<file path="src/rtl/bsu_pkg.sv">
package bsu_pkg;

  typedef enum logic [1:0] {
    BK_NONE = 2'd0,
    BK_EQ   = 2'd1,
    BK_NE   = 2'd2
  } br_kind_e;

endpackage

</file>
<file path="src/rtl/bsu_decode.sv">
module bsu_decode
  import bsu_pkg::*;
#(
  parameter int OPC_W  = 6,
  parameter int IMM_W  = 16,
  parameter int WORD_W = 30,
  parameter int OPC_EQ = 4,
  parameter int OPC_NE = 5
) (
  input  logic              clk,
  input  logic              rst,
  input  logic [OPC_W-1:0]  opcode,
  input  logic [IMM_W-1:0]  imm,
  output br_kind_e          kind,
  output logic [WORD_W-1:0] off_w
);

  localparam int EXT_W = WORD_W - IMM_W;
  localparam logic [OPC_W-1:0] EQ_CODE = OPC_W'(OPC_EQ);
  localparam logic [OPC_W-1:0] NE_CODE = OPC_W'(OPC_NE);

  always_comb begin
    if (opcode == EQ_CODE) begin
      kind = BK_EQ;
    end else if (opcode == NE_CODE) begin
      kind = BK_NE;
    end else begin
      kind = BK_NONE;
    end
  end

  // Offset in words: sign-extend the immediate to the word-address width.
  generate
    if (EXT_W > 0) begin : g_ext
      assign off_w = {{EXT_W{imm[IMM_W-1]}}, imm};
    end else begin : g_trunc
      assign off_w = imm[WORD_W-1:0];
    end
  endgenerate

  // an opcode that is neither branch code decodes to no branch
  a_r6_other_none: assert property (@(posedge clk) disable iff (rst)
    (opcode != EQ_CODE && opcode != NE_CODE) |-> (kind == BK_NONE));

endmodule

</file>
<file path="src/rtl/bsu_cond.sv">
module bsu_cond
  import bsu_pkg::*;
#(
  parameter int XLEN = 32
) (
  input  br_kind_e          kind,
  input  logic [XLEN-1:0]   opnd_a,
  input  logic [XLEN-1:0]   opnd_b,
  output logic              taken
);

  logic same;

  assign same = ~|(opnd_a ^ opnd_b);

  always_comb begin
    unique case (kind)
      BK_EQ:   taken = same;
      BK_NE:   taken = ~same;
      default: taken = 1'b0;
    endcase
  end

endmodule

</file>
<file path="src/rtl/bsu_addr.sv">
module bsu_addr #(
  parameter int WORD_W = 30
) (
  input  logic [WORD_W-1:0] pc_w,
  input  logic [WORD_W-1:0] off_w,
  output logic [WORD_W-1:0] inc_w,
  output logic [WORD_W-1:0] tgt_w
);

  // Two independent adders: the increment, and the target with a carry-in of one.
  assign inc_w = pc_w + WORD_W'(1);
  assign tgt_w = pc_w + off_w + WORD_W'(1);

endmodule

</file>
<file path="src/rtl/branch_seq_unit.sv">
module branch_seq_unit
  import bsu_pkg::*;
#(
  parameter int          XLEN     = 32,
  parameter int          OPC_W    = 6,
  parameter int          IMM_W    = 16,
  parameter int          OPC_EQ   = 4,
  parameter int          OPC_NE   = 5,
  parameter logic [31:0] RESET_PC = 32'h0000_0000
) (
  input  logic            clk,
  input  logic            rst,
  input  logic            en,
  input  logic [XLEN-1:0] instr,
  input  logic [XLEN-1:0] opnd_a,
  input  logic [XLEN-1:0] opnd_b,
  output logic [XLEN-1:0] pc_q,
  output logic [XLEN-1:0] pc_inc,
  output logic [XLEN-1:0] br_target,
  output logic            br_taken
);

  localparam int WORD_W = XLEN - 2;
  localparam logic [XLEN-1:0]   RST_FULL = XLEN'(RESET_PC);
  localparam logic [WORD_W-1:0] RST_WORD = RST_FULL[XLEN-1:2];

  logic [WORD_W-1:0] pc_w;
  logic [WORD_W-1:0] off_w;
  logic [WORD_W-1:0] inc_w;
  logic [WORD_W-1:0] tgt_w;
  br_kind_e          kind;
  logic              taken;
  logic              sel_fields_unused;

  assign sel_fields_unused = ^instr[XLEN-OPC_W-1:IMM_W];

  bsu_decode #(
    .OPC_W (OPC_W),
    .IMM_W (IMM_W),
    .WORD_W(WORD_W),
    .OPC_EQ(OPC_EQ),
    .OPC_NE(OPC_NE)
  ) u_decode (
    .clk   (clk),
    .rst   (rst),
    .opcode(instr[XLEN-1:XLEN-OPC_W]),
    .imm   (instr[IMM_W-1:0]),
    .kind  (kind),
    .off_w (off_w)
  );

  bsu_cond #(
    .XLEN(XLEN)
  ) u_cond (
    .kind  (kind),
    .opnd_a(opnd_a),
    .opnd_b(opnd_b),
    .taken (taken)
  );

  bsu_addr #(
    .WORD_W(WORD_W)
  ) u_addr (
    .pc_w (pc_w),
    .off_w(off_w),
    .inc_w(inc_w),
    .tgt_w(tgt_w)
  );

  // Word-granular counter: the two byte-offset bits are constant zero.
  always_ff @(posedge clk) begin
    if (rst) begin
      pc_w <= RST_WORD;
    end else if (en) begin
      pc_w <= taken ? tgt_w : inc_w;
    end
  end

  assign pc_q      = {pc_w, 2'b00};
  assign pc_inc    = {inc_w, 2'b00};
  assign br_target = {tgt_w, 2'b00};
  assign br_taken  = taken;

  // reset lands on the reset address
  a_r1_reset_load: assert property (@(posedge clk)
    rst |=> (pc_q == RST_FULL));

  // sequential step adds four and keeps alignment
  a_r2_seq_step: assert property (@(posedge clk) disable iff (rst)
    (en && !br_taken) |=> (pc_q == $past(pc_q) + XLEN'(4)));

  a_r2_aligned: assert property (@(posedge clk) disable iff (rst)
    pc_q[1:0] == 2'b00);

  // taken branch lands on the presented target
  a_r3_take_target: assert property (@(posedge clk) disable iff (rst)
    (en && br_taken) |=> (pc_q == $past(br_target)));

  // branch-if-equal decision at the ports
  a_r4_eq_decide: assert property (@(posedge clk) disable iff (rst)
    (instr[XLEN-1:XLEN-OPC_W] == OPC_W'(OPC_EQ)) |-> (br_taken == (opnd_a == opnd_b)));

  // branch-if-not-equal decision at the ports
  a_r5_ne_decide: assert property (@(posedge clk) disable iff (rst)
    (instr[XLEN-1:XLEN-OPC_W] == OPC_W'(OPC_NE)) |-> (br_taken == (opnd_a != opnd_b)));

  // stall freezes the counter
  a_r7_stall_hold: assert property (@(posedge clk) disable iff (rst)
    !en |=> $stable(pc_q));

  // incremented address tracks the counter
  a_r10_inc_track: assert property (@(posedge clk) disable iff (rst)
    pc_inc == pc_q + XLEN'(4));

endmodule

</file>
<file path="config.mk">
export PLATFORM = sky130hd
export DESIGN_NAME = branch_seq_unit
export DESIGN_NICKNAME = d
export VERILOG_FILES = /design/src/rtl/bsu_pkg.sv /design/src/rtl/bsu_decode.sv /design/src/rtl/bsu_cond.sv /design/src/rtl/bsu_addr.sv /design/src/rtl/branch_seq_unit.sv
export SDC_FILE = /design/constraint.sdc
export NUM_CORES = 1
export LEC_CHECK = 0
export ABC_AREA = 1
export BUFFER_PORTS_ARGS = -buffer_cell sky130_fd_sc_hd__buf_2
export CAP_MARGIN = 5
export CORE_ASPECT_RATIO = 0.9
export CORE_MARGIN = 3
export CORE_UTILIZATION = 29
export DETAILED_ROUTE_END_ITERATION = 16
export PLACE_DENSITY_LB_ADDON = 0.05
export SYNTH_ARGS = -nofsm -noshare
export SYNTH_HDL_FRONTEND = slang
export SYNTH_HIERARCHICAL = 1
export SYNTH_SLANG_ARGS = --single-unit
</file>
<file path="constraint.sdc">
create_clock -name clk -period 3.7 [get_ports clk]
set_input_delay 0.185 -clock clk [delete_from_list [all_inputs] [get_ports clk]]
set_output_delay 0.185 -clock clk [all_outputs]
set_load 0.03 [all_outputs]
</file>
==> flow_summary_export.csv <==
group,metric,value,unit
layout,reg_top3,"pc_w x30",
clock_network,cts-buffers-inserted,5,
yosys,synth_enable_flop_cells,0,
die,core_area,17800,sq um
sta,hold_viol,0,
clock_network,cts_resized,0,
yosys,netlist.area_leader.share,0.259,
sta,clock.fmax,353,MHz
route,viasPerCell,4.34,
clock_network,cts_hold_buf,0,
layout,largest_reg_flops,30,
route,wl_per_cell,14.0,um
yosys,yosysMostFrequentCell,"nand2_1",
layout,top_register,"pc_w",
status,status,"completed",
yosys,syn_area,5310,sq um
power,leakage,3.84,nW
power,clock_power_share,0.242,
global_routing,grt_max_degree,61,
clock_network,clkLatencyLatePin,0.28,ns
yosys,synth_fa_ha_area_frac,0.0745,
critical_path,path_class,"flop to output port",
layout,final_cell_area,6350,sq um
sta,tightest_slew,1.04,ns
hold_path,hp-class,"input port to flop",
layout,layout-drive-gt1-share,0.199,
yosys,synth-xor-area-share,0.112,
power,swShare,0.482,
die,die_area,20000,sq um
global_routing,grt_pass1_wl,30300,um
sta,setup-tns-final,0,ns
global_routing,grt_overflow,0,
clock_network,cts.path.max_buffers,2,
clock_network,clk_pin_slew_worst_paths,0.05,ns
critical_path,critPathMaxFanout,5,
sta,finClkSkew,0.00472,ns
layout,fin_cells,1373,
die,rows,46,
global_routing,track_usage,0.191,
yosys,ys_seq_area_frac,0.113,
sta,drv_slew,0,
yosys,syn_area_per_cell,5.37,sq um
yosys,synthArstFlopShare,0,
layout,antenna_cells,0,
layout,syn_to_final_growth,19.6,%
place,globalplace.congestion,0.889,
die,start_util,0.299,
layout,nNetsFinal,1262,
yosys,synth_top_family_by_area,"simple AND/OR/NAND/NOR gates",
global_routing,antenna_found_initial,0,
sta,rsz0062_at_grt,"no",
yosys,synth_common_cells,"nand2_1 (367), inv_1 (159), nor2_1 (132)",
place,post_dp_cell_area,6200,sq um
global_routing,busiest_layer,"met2",
yosys,synthSimpleGateAreaFrac,0.481,
layout,utilization,0.357,
critical_path,worstPathRequired,3.51,ns
clock_network,clock-root-buffer,"clkbuf_16",
die,ios,196,
clock_network,clkSinkCount,30,
sta,period_share,0.765,
sta,period_needed,2.83,ns
yosys,synth_cell_types,32,
flow_run,maxCapViolCount,0,
power,powerDensity,273,nW/um^2
yosys,synthMuxAreaShare,0,
clock_network,cts_tree,"done",
sta,setup_viol,0,
yosys,yosys.area.top_type,"nand2_1",
yosys,synth-main-ff-cell,"dfxtp_1",
sta,relSlewSlack,0.304,
critical_path,endpoint_kind,"output port",
global_routing,first_global_vias,5626,
route,drc,0,
power,ir_worst_vdd,0.140,mV
place,dp_hpwl,16700,um
yosys,ys_top_cells_by_area,"nand2_1 (26%), dfxtp_1 (11%), inv_1 (11%)",
yosys,syn_inst,989,
route,vias,5959,
power,p_sw,0.834,mW
global_routing,grtUsageMet1,0.274,
global_routing,grt_use_met2,0.309,
yosys,synth_compound_area_frac,0.0358,
power,p_int,0.898,mW
place,dp.cells,1365,
power,pwr-share-comb,0.530,
clock_network,htree_levels,2,
route,dr.pass1.iters,5,
critical_path,startpoint_type,"flop",
yosys,ys_ff_latch,30,
clock_network,post_cts_buffers,0,
critical_path,cp.arrival,2.65,ns
power,power_frac_seq,0.228,
route,drt_iter0_drc,296,
die,die_x,149,um
route,wirelength,19200,um
yosys,synth_warnings,6,
die,die_y,134,um
place,portBuffers,179,
global_routing,grt_util_met3,0.0220,
route,antenna_left,0,
## metrics by stage
step           setup WS (ns)  power (mW)  hold slack (ns)
3_3_place_gp            1.19        1.33            0.614
4_1_cts                0.862        1.75            0.458
2_1_floorplan          0.866        1.05            0.582
6_report               0.870        1.73            0.474
3_5_place_dp            1.17        1.33            0.615
5_1_grt                0.681        1.85            0.537
## cell families (layout without fill, tap and decap cells)
kind of cell | after synthesis | in the layout
AOI/OAI and AO/OA | 32 | 32
DFF | 30 | 30
adders and majority gates | 31 | 31
other | 1 | 6
buffers and inverters | 216 | 355
and+or+nand+nor | 612 | 612
xor gates and xnor gates | 67 | 67
## critical path: stages (launching register included)
cell and delay, ns:
dfxtp_1 0.40, inv_1 0.11, ha_1 0.24, fa_1 0.40
inv_1 0.10, nand3_1 0.07, nand3_1 0.18, nand3_1 0.09
nand3_1 0.18, xor2_1 0.32, buf_2 0.27
## power by group through the flow
| stage | logic [mW] | registers [mW] | clock network, mW |
|---|---|---|---|
| global placement | 0.926 | 0.403 | 0 |
| global route | 1.01 | 0.400 | 0.436 |
| finish | 0.918 | 0.395 | 0.419 |
| detailed placement | 0.925 | 0.403 | 0 |
| floorplan | 0.624 | 0.426 | 0 |
| CTS | 0.927 | 0.396 | 0.431 |
## cells in the final DEF, fill, tap and decap left out, types with 2 or more instances in the layout
cell	instances
nand2_1	367
nand4_1	10
xor2_1	28
clkbuf_16	5
nor2_1	132
buf_2	179
nor2_2	7
a21oi_1	22
ha_1	30
xnor2_1	38
nand2_2	7
nor2_4	5
nand3_1	70
nor3_2	4
o21bai_2	2
buf_4	4
conb_1	6
nor3_1	4
o21bai_1	6
inv_1	159
inv_2	5
dfxtp_1	30
## area by class of cell
| class | count | area, sq um |
|---|---|---|
| Sequential cell | 30 | 601 |
| Inverter | 164 | 616 |
| Fill cell | 2098 | 11400 |
| Clock buffer | 7 | 143 |
| Clock inverter | 1 | 5.00 |
| Multi-Input combinational cell | 748 | 3760 |
| Timing Repair Buffer | 183 | 926 |
| Tap cell | 240 | 300 |
## routing by layer
layer / vias up / wire length (um)
met5: - / 0
met4: 0 / 246
met3: 15 / 866
met2: 138 / 8490
met1: 2580 / 9600
li1: 3226 / -
## worst paths after layout
kind                 start       endpoint  slack (ns)  depth (start not counted)
hold / removal    instr[0]        pc_w[0]        0.47                          8
setup reg to reg   pc_w[0]       pc_w[28]        1.22                         15
hold reg to reg    pc_w[0]        pc_w[0]        0.63                          4
setup / recovery   pc_w[0]  br_target[14]        0.87                         10
Power figures use the tool's default switching activity.
